`src/rtl/scan_port_pkg.sv`:
```
package scan_port_pkg;

  typedef enum logic [3:0] {
    TS_TLR, TS_RTI, TS_SEL_DR, TS_CAP_DR, TS_SHF_DR, TS_EX1_DR, TS_PAU_DR, TS_EX2_DR,
    TS_UPD_DR, TS_SEL_IR, TS_CAP_IR, TS_SHF_IR, TS_EX1_IR, TS_PAU_IR, TS_EX2_IR, TS_UPD_IR
  } tap_st_e;

  typedef enum logic [1:0] {
    LNK_RESET = 2'b00,
    LNK_OFF   = 2'b01,
    LNK_ON    = 2'b10,
    LNK_MCAST = 2'b11
  } link_e;

  function automatic tap_st_e tap_step(input tap_st_e st, input logic tms);
    tap_st_e nx;
    case (st)
      TS_TLR:    nx = tms ? TS_TLR    : TS_RTI;
      TS_RTI:    nx = tms ? TS_SEL_DR : TS_RTI;
      TS_SEL_DR: nx = tms ? TS_SEL_IR : TS_CAP_DR;
      TS_CAP_DR: nx = tms ? TS_EX1_DR : TS_SHF_DR;
      TS_SHF_DR: nx = tms ? TS_EX1_DR : TS_SHF_DR;
      TS_EX1_DR: nx = tms ? TS_UPD_DR : TS_PAU_DR;
      TS_PAU_DR: nx = tms ? TS_EX2_DR : TS_PAU_DR;
      TS_EX2_DR: nx = tms ? TS_UPD_DR : TS_SHF_DR;
      TS_UPD_DR: nx = tms ? TS_SEL_DR : TS_RTI;
      TS_SEL_IR: nx = tms ? TS_TLR    : TS_CAP_IR;
      TS_CAP_IR: nx = tms ? TS_EX1_IR : TS_SHF_IR;
      TS_SHF_IR: nx = tms ? TS_EX1_IR : TS_SHF_IR;
      TS_EX1_IR: nx = tms ? TS_UPD_IR : TS_PAU_IR;
      TS_PAU_IR: nx = tms ? TS_EX2_IR : TS_PAU_IR;
      TS_EX2_IR: nx = tms ? TS_UPD_IR : TS_SHF_IR;
      TS_UPD_IR: nx = tms ? TS_SEL_DR : TS_RTI;
      default:   nx = TS_TLR;
    endcase
    return nx;
  endfunction

  function automatic logic is_rest_state(input tap_st_e st);
    return (st == TS_TLR) || (st == TS_RTI) || (st == TS_PAU_DR) || (st == TS_PAU_IR);
  endfunction

  function automatic logic is_pause(input tap_st_e st);
    return (st == TS_PAU_DR) || (st == TS_PAU_IR);
  endfunction

endpackage

```
`src/rtl/tap_tracker.sv`:
```
module tap_tracker
  import scan_port_pkg::*;
(
  input  logic    clk_i,
  input  logic    rst_n_i,
  input  logic    tms_i,
  output tap_st_e state_o,
  output logic    hold_o
);

  tap_st_e st_q, st_d;

  always_comb begin
    st_d = tap_step(st_q, tms_i);
  end

  always_ff @(posedge clk_i or negedge rst_n_i) begin
    if (!rst_n_i) st_q <= TS_TLR;
    else          st_q <= st_d;
  end

  // Resting in a frame-capable state and staying there across this edge
  assign hold_o  = is_rest_state(st_q) && (st_d == st_q);
  assign state_o = st_q;

endmodule

```
`src/rtl/pair_rx.sv`:
```
module pair_rx #(
  parameter int ADDR_W = 10
) (
  input  logic              clk_i,
  input  logic              rst_n_i,
  input  logic              en_i,
  input  logic              tdi_i,
  output logic              done_o,
  output logic [ADDR_W-1:0] addr_o,
  output logic              busy_o
);

  localparam int CNT_W = $clog2(ADDR_W + 1);
  localparam logic [CNT_W-1:0] LAST_BIT = CNT_W'(ADDR_W - 1);

  typedef enum logic [1:0] {RX_HUNT, RX_FIRST, RX_SECOND} rx_mode_e;

  rx_mode_e          mode_q, mode_d;
  logic              prev_q, prev_d;
  logic              half_q, half_d;
  logic [CNT_W-1:0]  cnt_q, cnt_d;
  logic [ADDR_W-1:0] sh_q, sh_d;
  logic              done_q, done_d;

  always_comb begin
    mode_d = mode_q;
    prev_d = prev_q;
    half_d = half_q;
    cnt_d  = cnt_q;
    sh_d   = sh_q;
    done_d = 1'b0;
    if (!en_i) begin
      mode_d = RX_HUNT;
      prev_d = 1'b0;
    end else begin
      case (mode_q)
        RX_HUNT: begin
          if (prev_q && tdi_i) begin
            mode_d = RX_FIRST;
            cnt_d  = '0;
            prev_d = 1'b0;
          end else begin
            prev_d = tdi_i;
          end
        end
        RX_FIRST: begin
          half_d = tdi_i;
          mode_d = RX_SECOND;
        end
        RX_SECOND: begin
          case ({half_q, tdi_i})
            2'b10, 2'b01: begin
              sh_d  = {sh_q[ADDR_W-2:0], half_q};
              cnt_d = cnt_q + 1'b1;
              if (cnt_q == LAST_BIT) begin
                done_d = 1'b1;
                mode_d = RX_HUNT;
                prev_d = 1'b0;
              end else begin
                mode_d = RX_FIRST;
              end
            end
            2'b11: begin
              mode_d = RX_FIRST;
              cnt_d  = '0;
            end
            default: begin
              mode_d = RX_HUNT;
              prev_d = 1'b0;
            end
          endcase
        end
        default: begin
          mode_d = RX_HUNT;
          prev_d = 1'b0;
        end
      endcase
    end
  end

  always_ff @(posedge clk_i or negedge rst_n_i) begin
    if (!rst_n_i) begin
      mode_q <= RX_HUNT;
      prev_q <= 1'b0;
      half_q <= 1'b0;
      cnt_q  <= '0;
      sh_q   <= '0;
      done_q <= 1'b0;
    end else begin
      mode_q <= mode_d;
      prev_q <= prev_d;
      half_q <= half_d;
      cnt_q  <= cnt_d;
      sh_q   <= sh_d;
      done_q <= done_d;
    end
  end

  assign done_o = done_q;
  assign addr_o = sh_q;
  assign busy_o = (mode_q != RX_HUNT);

  // a frame spans twenty-two samples, so completion never repeats on the next edge

  frame_done_single_chk: assert property (@(posedge clk_i) disable iff (!rst_n_i)
    done_q |=> !done_q);

endmodule

```
`src/rtl/ack_tx.sv`:
```
module ack_tx #(
  parameter int ADDR_W = 10
) (
  input  logic              clk_i,
  input  logic              rst_n_i,
  input  logic              go_i,
  input  logic [ADDR_W-1:0] addr_i,
  output logic              tdo_o,
  output logic              oe_o
);

  localparam int SYM_N = 2 * ADDR_W;
  localparam int CNT_W = $clog2(SYM_N);
  localparam logic [CNT_W-1:0] LAST_SYM = CNT_W'(SYM_N - 1);

  logic [SYM_N-1:0] code;
  logic [SYM_N-1:0] sh_q, sh_d;
  logic [CNT_W-1:0] cnt_q, cnt_d;
  logic             oe_q, oe_d;
  logic             tdo_q, tdo_d;

  // Each address bit b becomes the symbol pair (b, ~b), highest bit first
  for (genvar i = 0; i < ADDR_W; i++) begin : g_code
    assign code[2*i+1] = addr_i[i];
    assign code[2*i]   = ~addr_i[i];
  end

  always_comb begin
    sh_d  = sh_q;
    cnt_d = cnt_q;
    oe_d  = oe_q;
    tdo_d = tdo_q;
    if (go_i && !oe_q) begin
      tdo_d = code[SYM_N-1];
      sh_d  = {code[SYM_N-2:0], 1'b0};
      cnt_d = LAST_SYM;
      oe_d  = 1'b1;
    end else if (oe_q) begin
      if (cnt_q == '0) begin
        oe_d  = 1'b0;
        tdo_d = 1'b0;
      end else begin
        tdo_d = sh_q[SYM_N-1];
        sh_d  = {sh_q[SYM_N-2:0], 1'b0};
        cnt_d = cnt_q - 1'b1;
      end
    end
  end

  always_ff @(negedge clk_i or negedge rst_n_i) begin
    if (!rst_n_i) begin
      sh_q  <= '0;
      cnt_q <= '0;
      oe_q  <= 1'b0;
      tdo_q <= 1'b0;
    end else begin
      sh_q  <= sh_d;
      cnt_q <= cnt_d;
      oe_q  <= oe_d;
      tdo_q <= tdo_d;
    end
  end

  assign tdo_o = tdo_q;
  assign oe_o  = oe_q;

endmodule

```
`src/rtl/tap_shadow_port.sv`:
```
module tap_shadow_port
  import scan_port_pkg::*;
#(
  parameter int ADDR_W = 10
) (
  input  logic              tck_i,
  input  logic              trst_n_i,
  input  logic              tms_i,
  input  logic              tdi_i,
  input  logic [ADDR_W-1:0] brd_addr_i,
  input  logic              byp_n_i,
  output logic              ack_tdo_o,
  output logic              ack_oe_o,
  output logic [1:0]        link_o
);

  localparam logic [ADDR_W-1:0] ADR_DISC = {ADDR_W{1'b1}};
  localparam logic [ADDR_W-1:0] ADR_RST  = ADR_DISC - ADDR_W'(1);
  localparam logic [ADDR_W-1:0] ADR_SYNC = ADR_DISC - ADDR_W'(2);

  // Reset: asserted at once, released on the second rising edge
  logic [1:0] rs_q;
  logic       rst_n;

  always_ff @(posedge tck_i or negedge trst_n_i) begin
    if (!trst_n_i) rs_q <= 2'b00;
    else           rs_q <= {rs_q[0], 1'b1};
  end
  assign rst_n = rs_q[1];

  tap_st_e           tap_st;
  logic              tap_hold;
  logic              rx_en, rx_done, rx_busy;
  logic [ADDR_W-1:0] rx_addr;
  logic              tx_oe, tx_tdo;

  link_e link_q, link_d;
  logic  wait_q, wait_d;
  logic  go_q, go_d;

  tap_tracker u_tap (
    .clk_i   (tck_i),
    .rst_n_i (rst_n),
    .tms_i   (tms_i),
    .state_o (tap_st),
    .hold_o  (tap_hold)
  );

  assign rx_en = byp_n_i && tap_hold && !wait_q;

  pair_rx #(.ADDR_W(ADDR_W)) u_rx (
    .clk_i   (tck_i),
    .rst_n_i (rst_n),
    .en_i    (rx_en),
    .tdi_i   (tdi_i),
    .done_o  (rx_done),
    .addr_o  (rx_addr),
    .busy_o  (rx_busy)
  );

  ack_tx #(.ADDR_W(ADDR_W)) u_tx (
    .clk_i   (tck_i),
    .rst_n_i (rst_n),
    .go_i    (go_q),
    .addr_i  (brd_addr_i),
    .tdo_o   (tx_tdo),
    .oe_o    (tx_oe)
  );

  // Command decode: globals win over the board address
  always_comb begin
    link_d = link_q;
    wait_d = wait_q;
    go_d   = 1'b0;
    if (wait_q) begin
      if (!go_q && !tx_oe) begin
        wait_d = 1'b0;
        link_d = LNK_ON;
      end
    end else if (rx_done && byp_n_i) begin
      if (rx_addr == ADR_DISC) begin
        link_d = LNK_OFF;
      end else if (rx_addr == ADR_RST) begin
        link_d = LNK_RESET;
      end else if (rx_addr == ADR_SYNC) begin
        if (is_pause(tap_st)) link_d = LNK_MCAST;
      end else if (rx_addr == brd_addr_i) begin
        go_d   = 1'b1;
        wait_d = 1'b1;
      end else begin
        link_d = LNK_OFF;
      end
    end
  end

  always_ff @(posedge tck_i or negedge rst_n) begin
    if (!rst_n) begin
      link_q <= LNK_RESET;
      wait_q <= 1'b0;
      go_q   <= 1'b0;
    end else begin
      link_q <= link_d;
      wait_q <= wait_d;
      go_q   <= go_d;
    end
  end

  assign link_o    = link_q;
  assign ack_oe_o  = tx_oe;
  assign ack_tdo_o = tx_tdo;


  ack_only_when_pending_chk: assert property (@(posedge tck_i) disable iff (!rst_n)
    tx_oe |-> wait_q);


  mcast_from_pause_chk: assert property (@(posedge tck_i) disable iff (!rst_n)
    (link_q == LNK_MCAST && $past(link_q) != LNK_MCAST) |-> is_pause($past(tap_st)));


  bypass_blocks_ack_chk: assert property (@(posedge tck_i) disable iff (!rst_n)
    !byp_n_i |=> !go_q);


  no_frame_in_shift_chk: assert property (@(posedge tck_i) disable iff (!rst_n)
    (tap_st == TS_SHF_DR || tap_st == TS_SHF_IR) |-> !rx_busy);

endmodule

```
`config.mk`:
```
export PLATFORM = sky130hd
export DESIGN_NAME = tap_shadow_port
export DESIGN_NICKNAME = d
export VERILOG_FILES = /design/src/rtl/scan_port_pkg.sv /design/src/rtl/tap_tracker.sv /design/src/rtl/pair_rx.sv /design/src/rtl/ack_tx.sv /design/src/rtl/tap_shadow_port.sv
export SDC_FILE = /design/constraint.sdc
export NUM_CORES = 1
export LEC_CHECK = 0
export BUFFER_PORTS_ARGS = -buffer_cell sky130_fd_sc_hd__buf_4
export CAP_MARGIN = 40
export CORE_MARGIN = 1
export CORE_UTILIZATION = 50
export CTS_BUF_LIST = sky130_fd_sc_hd__clkbuf_16
export CTS_CLUSTER_DIAMETER = 60
export DETAILED_ROUTE_END_ITERATION = 8
export GPL_ROUTABILITY_DRIVEN = 0
export PLACE_DENSITY = 0.71
export SKIP_LAST_GASP = 1
export SLEW_MARGIN = 30
export SYNTH_ARGS = -nofsm -noshare
export SYNTH_HDL_FRONTEND = slang
export SYNTH_SLANG_ARGS = --single-unit
```
`constraint.sdc`:
```
create_clock -name tck_i -period 1.55 [get_ports tck_i]
set_input_delay 0.465 -clock tck_i [delete_from_list [all_inputs] [get_ports tck_i]]
set_output_delay 0.465 -clock tck_i [all_outputs]
set_load 0.01 [all_outputs]
```
==> reports/metrics.yaml, run 1 <==
power_and_ir_drop:
  power.density_nw_per_um2: 849.9
  vdd_drop_max_mv: 0.9915
  p_leak_nw: 1.887
routing:
  routedWlPerCell_um: 18.31
  drc: 0
  vias: 2575
  ant_nets: 0
  viasPerCell: 5.748
  drt-total-wl_um: 8202
  dr.first_iter.drc_count: 167
  firstDrtPassIters: 6
run_status:
  status: "finished with violations"
  violations: "negative setup slack"
job:
  maxCapViolCount: 0
layout:
  fin_cells: 448
  fillers: 298
  final_nets: 398
  drive_above_1_share_pct: 47.09
  design_area_um2: 4237
  n_antenna_cell: 0
  area_delta_synth_final_pct: 52.59
  final_core_util_pct: 80.89
setup_path:
  path_cells: "buf_6 > buf_6"
  critPathBufInv: 2
  cpMaxStageDelayCell: "dfrtn_1"
  worstSetupStartpointType: "flip-flop"
  path_class: "reg -> out"
  worst_path_most_repeated_cell: "buf_6"
  cp_data_required_time_ns: 1.08
  path_max_fanout: 2
  cpPeakStageDelay_ns: 0.44
  critPathArrivalTime_ns: 1.73
  critPathCaptureType: "output port"
  crit_family: "flip-flops"
global_route:
  first_global_vias: 2647
  grt.total_usage_pct: 26.62
  antenna_found_initial: 0
  grt.overflow.total: 0
  grt_max_degree: 30
  grt_pass1_wl_um: 12330
worst_hold_path:
  hold_path_class: "reg -> async"
placement:
  dp_slack_ns: -0.6059
  place_area_um2: 3571
  detailed_place_hpwl_um: 4594
  portBuffers: 18
  place_inst: 424
floorplan:
  die_area_um2: 5855
  core.rowCount: 26
  die_y_um: 76.52
  die_w_um: 76.52
  io_pins: 19
  initial_utilization_pct: 53.01
  placeableCoreArea_um2: 5238
synthesis:
  synth.top_cell.area_share_pct: 26.14
  ys_top_cells_by_count: "38 x nand2_1, 29 x dfrtp_1, 26 x dfrtn_1"
  ys_seq_area_share_pct: 49.57
  syn_area_um2: 2776
  yosysMostFrequentCell: "nand2_1"
  ys_types: 48
  yosys_warnings: 0
  syn-num-nets: 301
  async_reset_ff_share_pct: 100.0
  synth_top_cell_by_area: "dfrtp_1"
  avgSynthCellArea_um2: 9.916
  synthCells: 280
  synth-seq-cells: 55
  synth_ff_type: "dfrtp_1"
  synth.area.top_cells: "dfrtp_1 26%, dfrtn_1 23%, nand2_1 5.1%"
  synth_edf_count: 0
timing:
  fin_skew_ns: 0.02362
  rsz0062_at_grt: "true"
  setup_viol_count_final: 49
  hold_violations: 0
  setup_ws_ns: -0.6486
  tns_ns: -18.79
  drv_slew: 0
clocking:
  htree_levels: 2
  clockBufferDepth: 2
  cts_root_buf: "clkbuf_16"
  clkSinkCount: 55
  cts.reportedPaths.clkPinSlew_ns: 0.06
  insertion_delay_ns: 0.31
  numCtsBuffers: 5
  cts_tree: "done"
## metrics by stage
stage	total power [mW]	hold slack [ns]
3_5_place_dp	2.405	0.2494
6_report	3.601	0.2605
2_1_floorplan	2.083	0.1694
4_1_cts	3.610	0.2706
5_1_grt	3.758	0.2944
3_3_place_gp	2.374	0.2481
## cell usage in the layout (no fill, tap or decap), types with 3 or more instances in the layout
cell type,count
a21o_1,4
a21oi_1,5
a21oi_2,8
a31oi_1,6
a31oi_4,5
buf_16,3
buf_4,79
buf_6,15
buf_8,3
clkbuf_16,5
dfrtn_1,26
dfrtp_1,28
ha_1,5
inv_1,13
mux2_4,10
mux2i_1,3
nand2_1,35
nand2_2,3
nand2b_1,3
nand3_1,3
nand4_1,4
nor2_1,12
nor2_2,6
nor2_4,6
nor2b_1,5
nor3_1,3
o21ai_0,5
o21ai_1,10
o21ai_2,4
o41ai_2,3
xnor2_1,4
xor2_1,6
## where the power goes
part / switching [mW] / internal [mW]
Combinational: 0.484 / 0.466
Clock: 0.492 / 0.583
Sequential: 0.0668 / 1.51
## path summary, 6_finish.rpt
| check | from | endpoint | slack [ns] | cells after the start |
|---|---|---|---|---|
| max | u_tx.oe_o$_DFF_NN0_ | ack_oe_o | -0.65 | 2 |
| min | rs_q[1]$_DFF_PN0_ | link_o[1]$_DFFE_PN0P_ | 0.26 | 0 |
| max reg2reg | u_tx.oe_o$_DFF_NN0_ | link_o[0]$_DFFE_PN0P_ | -0.62 | 5 |
| min reg2reg | rs_q[1]$_DFF_PN0_ | link_o[1]$_DFFE_PN0P_ | 0.26 | 0 |
| max in group asynchronous | rs_q[1]$_DFF_PN0_ | u_tx.sh_q[9]$_DFFE_NN0P_ | 0.34 | 0 |
| min in group tck_i | rs_q[0]$_DFF_PN0_ | rs_q[1]$_DFF_PN0_ | 0.38 | 0 |
## sequential cells by signal (all words and copies together), names as in the netlist
name,flops
u_rx.prev_q,1
u_tx.oe_o,1
u_rx.cnt_q,4
u_tx.sh_q,19
wait_q,1
u_tx.tdo_o,1
link_o,2
u_rx.mode_q,2
u_rx.done_o,1
u_rx.half_q,1
u_tx.cnt_q,5
u_tap.state_o,4
go_q,1
u_rx.addr_o,10
rs_q,2
## cell families (layout without fill, tap and decap cells)
logic type                 after synthesis  in the layout  synth area share [%]
and+or+nand+nor                         97             97                 17.03
buffers and inverters                   25            123                 3.650
adders and majority gates                6              6                 2.704
DFF                                     55             55                 49.57
AOI/OAI and AO/OA                       70             70                 16.49
other                                    1              1                0.1351
muxes                                   15             15                 6.940
xor gates and xnor gates                11             11                 3.470
## area by class of cell
class | count | area [µm²] | area share (%)
clock buffers | 5 | 125.1 | 2.953
inverters | 12 | 45.04 | 1.063
clock inverters | 3 | 11.26 | 0.2658
well taps | 70 | 87.58 | 2.067
repair buffers | 103 | 939.7 | 22.18
multi-input cells | 200 | 1648 | 38.90
flip-flops and latches | 55 | 1380 | 32.58
## worst reg2reg max path, cell delays in order, from the launching register on
cell and delay (ns):
dfrtn_1 0.37, o21ai_2 0.14, nand2_1 0.06, a21o_1 0.18, a41oi_2 0.19, mux2_4 0.32
## what timing repair did
action,4_1_cts,5_1_grt
gates resized for setup,50,38
cloned,4,0
buffers inserted,17,4
endpoints found under the hold margin,2,0
hold buffers,1,0
pin swaps,14,14
endpoints found under the setup margin,49,52
## layer usage
metal  track usage, %  vias to the layer above  share of wire, %
li1                 -                     1186                 -
met1            31.78                     1283                40
met2            47.21                       82                54
met3            4.311                       24               3.6
met4            11.35                        0               2.9
met5                0                        -                 0
(Power assumes the default switching activity.)
==> inputs of run 2 (changes only) <==
Settings changed: ABC_AREA set to 1, PLACE_DENSITY 0.71 to 0.7.
==> run 2 against run 1 <==
  * The flow still finishes with violations (negative setup slack)
  * Highest routed layer unchanged
  * Sequential power grew 6%
  * Final area is 12% higher
  * Total power up 43%
  * Core utilization rose by 3.9 points
  * Die area increased by 6.0%
  * Critical endpoint unchanged
  * Combinational power increased by 140%
==> reports/metrics.yaml, run 2 <==
setup_path:
  path_cells: "buf_4"
  cpPeakStageDelay_ns: 0.43
  critPathArrivalTime_ns: 1.65
  timing.rr.start: "u_tap.state_o[0]$_DFF_PN0_"
  worstSetupStartpointType: "flip-flop"
  path_class: "reg -> out"
  critPathCaptureType: "output port"
  cp_data_required_time_ns: 1.08
  cpMaxStageDelayCell: "dfrtn_1"
  critPathBufInv: 1
  crit_family: "flip-flops"
  crit_start: "u_tx.oe_o$_DFF_NN0_"
  path_max_fanout: 2
global_route:
  grt_pass1_wl_um: 14610
  grt.total_usage_pct: 30.76
  antenna_found_initial: 0
  first_global_vias: 3072
  grt_max_degree: 32
  grt.overflow.total: 0
floorplan:
  die_area_um2: 6204
  core.rowCount: 27
  placeableCoreArea_um2: 5608
  die_y_um: 78.77
  die_w_um: 78.77
  initial_utilization_pct: 52.54
  io_pins: 19
synthesis:
  synth_ff_type: "dfrtp_1"
  ys_seq_area_share_pct: 46.71
  synth.top_cell.area_share_pct: 24.63
  synth_top_cell_by_area: "dfrtp_1"
  ys_types: 40
  syn_area_um2: 2947
  async_reset_ff_share_pct: 100.0
  ys_top_cells_by_count: "76 x nand2_1, 38 x inv_1, 32 x nand3_1"
  synthCells: 361
  syn-num-nets: 382
  synth.area.top_cells: "dfrtp_1 25%, dfrtn_1 22%, nand2_1 9.7%"
  avgSynthCellArea_um2: 8.162
  synth_edf_count: 0
  yosysMostFrequentCell: "nand2_1"
  synth-seq-cells: 55
  yosys_warnings: 0
timing:
  drv_slew: 0
  setup_ws_ns: -0.5699
  rsz0062_at_grt: "true"
  min_period_ns: 2.120
  hold_violations: 0
  fmax_ghz: 0.4727
  fin_skew_ns: 0.02310
  period_share_pct: 136.8
  setup_viol_count_final: 52
clocking:
  numCtsBuffers: 5
  cts_root_buf: "clkbuf_16"
  insertion_delay_ns: 0.32
  clockBufferDepth: 2
  htree_levels: 2
  clkSinkCount: 55
  cts.reportedPaths.clkPinSlew_ns: 0.07
  cts_tree: "done"
placement:
  place_area_um2: 3623
  detailed_place_hpwl_um: 4749
  portBuffers: 18
run_status:
  violations: "negative setup slack"
  status: "finished with violations"
routing:
  ant_nets: 0
  drc: 0
  dr.first_iter.drc_count: 254
  routedWlPerCell_um: 19.29
  viasPerCell: 5.980
  drt-total-wl_um: 10690
  firstDrtPassIters: 7
  vias: 3313
power_and_ir_drop:
  p_leak_nw: 2.324
  power.density_nw_per_um2: 1083
  vdd_drop_max_mv: 0.7809
job:
  maxCapViolCount: 0
layout:
  final_common_cell: "buf_4"
  final_nets: 502
  area_delta_synth_final_pct: 61.32
  n_antenna_cell: 0
  fillers: 268
  mostFrequentLayoutCells: "97 x buf_4, 55 x nand2_1, 33 x inv_1"
  regMostFlops: "u_tx.sh_q"
  largest_reg_flops: 19
  drive_above_1_share_pct: 53.32
  register_area_um2: 1389
  final_core_util_pct: 84.76
  design_area_um2: 4753
  multi_input_comb_area_um2: 1896
worst_hold_path:
  hold_path_class: "reg -> async"
==> run 2: final cells by class <==
cell class,count,share of cell area (%)
clock buffer,6,3.159
clock inverter,2,0.2632
inverter,43,3.606
multi-input combinational,255,39.88
sequential,55,29.22
tap,72,1.895
timing repair buffer,119,21.40
timing repair inverter,2,0.5791
==> run 2: power breakdown <==
part	leakage (nW)	total (mW)	switching [mW]	internal [mW]
sequential	0.743	1.66	0.153	1.50
clock	0.0838	1.24	0.544	0.699
combinational	1.50	2.25	1.12	1.13
total	2.32	5.15	1.81	3.33
==> run 2: per-stage QoR <==
stage                     hold slack [ns]  setup TNS, ns  setup slack [ns]  power [mW]  cells
after floorplan                    0.1694         -9.129           -0.3266       2.404    361
after global placement             0.2488         -15.36           -0.4326       2.932    499
after detailed placement           0.2485         -16.34           -0.4581       2.952    499
after CTS                          0.2818         -17.08           -0.5549       4.679    540
after global routing               0.3076         -25.46           -0.6527       5.350    554
final                              0.2698         -22.68           -0.5699       5.147    554
==> run 2: path summary, 6_finish.rpt <==
| check | end | slack [ns] | depth (start not counted) |
|---|---|---|---|
| max | ack_oe_o | -0.57 | 1 |
| min | u_rx.addr_o[4]$_DFFE_PN0P_ | 0.27 | 0 |
| max reg2reg | u_rx.cnt_q[2]$_DFFE_PN0P_ | -0.57 | 13 |
| min reg2reg | u_rx.addr_o[4]$_DFFE_PN0P_ | 0.27 | 0 |
| max in group asynchronous | u_tx.sh_q[16]$_DFFE_NN0P_ | 0.29 | 0 |
| min in group tck_i | rs_q[1]$_DFF_PN0_ | 0.36 | 0 |
==> run 2: logic make-up (layout without fill, tap and decap cells) <==
family / Yosys count / count (layout) / synth area share, %
simple gates: 177 / 178 / 28.75
compound gates: 63 / 63 / 12.48
flops: 55 / 55 / 46.71
buf+inv: 52 / 172 / 7.304
xor+xnor: 7 / 7 / 2.081
fa+ha+maj: 6 / 6 / 2.548
other cells: 1 / 1 / 0.1273
==> run 2: what timing repair did <==
action | CTS | global route
endpoints found under the hold margin | 2 | 0
gates cloned | 4 | 0
endpoints found under the setup margin | 50 | 52
buffers inserted | 29 | 17
pin swaps | 30 | 29
hold buffers | 1 | 0
gates resized for setup | 81 | 79
==> run 2: per-layer routing <==
layer | share of wire (%) | GRT usage [%] | up-vias
met2 | 50 | 51.91 | 191
met3 | 6.3 | 5.172 | 52
met5 | 0 | 0 | -
li1 | - | - | 1441
met4 | 4.6 | 12.22 | 0
met1 | 39 | 39.29 | 1629
==> inputs of run 3 (changes only) <==
==> constraint.sdc (replaced) <==
create_clock -name tck_i -period 1.55 [get_ports tck_i]
set_input_delay 0.155 -clock tck_i [delete_from_list [all_inputs] [get_ports tck_i]]
set_output_delay 0.155 -clock tck_i [all_outputs]
set_load 0.01 [all_outputs]
==> run 3 against run 2 <==
  * Maximum frequency is 7.4% higher
  * Clock-buffer cell count is 1 lower
  * Total power is 4.4% lower
  * Sequential power hardly changed
  * Global-route usage is 4.6 points lower
  * Die area stayed put
  * Worst setup slack better by 0.14 ns
  * The flow still finishes with violations (negative setup slack)
==> reports/metrics.yaml, run 3 (synthesis gave the netlist of run 2 again) <==
placement:
  portBuffers: 18
  detailed_place_hpwl_um: 4717
  place_area_um2: 3591
  dp_slack_ns: -0.3919
routing:
  viasPerCell: 5.783
  routedWlPerCell_um: 17.37
  dr.first_iter.drc_count: 181
  firstDrtPassIters: 5
  ant_nets: 0
  drt-total-wl_um: 9343
  drc: 0
  vias: 3111
setup_path:
  cpPeakStageDelay_ns: 0.47
  crit_start: "go_q$_DFF_PN0_"
  cp_data_required_time_ns: 0.93
  critPathArrivalTime_ns: 1.36
  cpMaxStageDelayCell: "dfrtp_2"
  path_cells: "nand2_8 > buf_6 > inv_4 > nor2_1 > o22ai_2"
  critPathCaptureType: "flip-flop"
  worstSetupStartpointType: "flip-flop"
  timing.rr.start: "go_q$_DFF_PN0_"
  path_max_fanout: 7
  path_class: "reg -> reg"
floorplan:
  die_y_um: 78.77
  initial_utilization_pct: 52.54
  die_w_um: 78.77
  placeableCoreArea_um2: 5608
  die_area_um2: 6204
  core.rowCount: 27
  io_pins: 19
global_route:
  grt_max_degree: 44
  grt.total_usage_pct: 26.11
  grt_pass1_wl_um: 12760
  first_global_vias: 2783
  grt.overflow.total: 0
  antenna_found_initial: 0
timing:
  hold_slack_ns: 0.1566
  fmax_ghz: 0.5074
  period_share_pct: 127.6
  hold_violations: 0
  min_period_ns: 1.978
  rsz0062_at_grt: "true"
  setup_ws_ns: -0.4279
  fin_skew_ns: 0.02298
  setup_viol_count_final: 51
  drv_slew: 0
layout:
  largest_reg_flops: 19
  design_area_um2: 4541
  mostFrequentLayoutCells: "81 x buf_4, 55 x nand2_1, 36 x inv_1"
  final_common_cell: "buf_4"
  area_delta_synth_final_pct: 54.10
  regMostFlops: "u_tx.sh_q"
  drive_above_1_share_pct: 50.00
  final_nets: 486
  n_antenna_cell: 0
worst_hold_path:
  hold_path_class: "in -> reg"
  hp-start: "tdi_i"
job:
  maxCapViolCount: 0
run_status:
  violations: "negative setup slack"
  status: "finished with violations"
power_and_ir_drop:
  p_leak_nw: 2.197
  vdd_drop_max_mv: 0.8420
  power.density_nw_per_um2: 1083
clocking:
  clockBufferDepth: 2
  htree_levels: 2
  clkSinkCount: 55
  cts_tree: "done"
  cts.reportedPaths.clkPinSlew_ns: 0.07
  numCtsBuffers: 5
  cts_root_buf: "clkbuf_16"
  insertion_delay_ns: 0.31
[run 3: cell count changes in the layout (fill, tap and decap cells not counted), sizes merged]
cell | previous run | this run
buf | 118 | 99
nand2 | 87 | 89
clkinv | 1 | 2
clkbuf | 6 | 5
inv | 46 | 47
[run 3: timing repair]
item                       in CTS  in global routing
gates cloned                    3                  4
resized for setup              53                 84
hold buffers                    1                  0
pin swaps                      22                 27
hold endpoints to repair        2                  0
setup endpoints to repair      51                 51
setup buffers                  12                 16
[run 3: worst paths after layout]
check,cells after the start,slack [ns],to
setup / recovery,5,-0.43,u_tx.sh_q[4]$_DFFE_NN0P_
hold / removal,3,0.16,u_rx.prev_q$_DFFE_PN0P_
setup reg to reg,5,-0.43,u_tx.sh_q[4]$_DFFE_NN0P_
hold reg to reg,1,0.27,u_rx.addr_o[2]$_DFFE_PN0P_
max in group asynchronous,1,0.37,u_tx.sh_q[16]$_DFFE_NN0P_
min in group asynchronous,2,0.17,rs_q[1]$_DFF_PN0_
[run 3: stage by stage]
step / cells / utilization [%] / TNS (ns) / power (mW)
final: 538 / 80.97 / -17.82 / 4.919
after global routing: 538 / 80.97 / -20.74 / 5.098
after CTS: 518 / 72.96 / -13.03 / 4.482
after detailed placement: 494 / 64.03 / -13.95 / 2.894
after global placement: 494 / 64.03 / -11.75 / 2.874
after floorplan: 361 / - / -8.858 / 2.423
[run 3: area by class of cell]
cell class / instances / area [µm²]
clock buffer: 5 / 125.1
clock inverter: 3 / 16.27
fill: 318 / 1067
inverter: 43 / 178.9
multi-input combinational: 257 / 1866
sequential: 55 / 1389
tap: 72 / 90.09
timing repair buffer: 100 / 847.1
timing repair inverter: 3 / 28.78
[run 3: per-layer routing]
metal	track usage (%)	vias to the layer above	share of wire (%)
met3	4.713	31	5.7
met2	42.35	143	51
met5	0	-	0
met4	5.185	0	3.2
li1	-	1407	-
met1	36.75	1530	40
[run 3: report_power, final]
part,leakage [nW],internal (mW),switching [mW]
sequential,0.743,1.51,0.134
clock,0.0768,0.595,0.526
combinational,1.38,1.06,1.10
[run 3: critical path: cells and delay by family, from the launching register on]
family,cells,cell delay [ns]
buffers and inverters,2,0.18
AO/OA/AOI/OAI,1,0.10
flip-flops,1,0.47
AND/OR/NAND/NOR,2,0.31
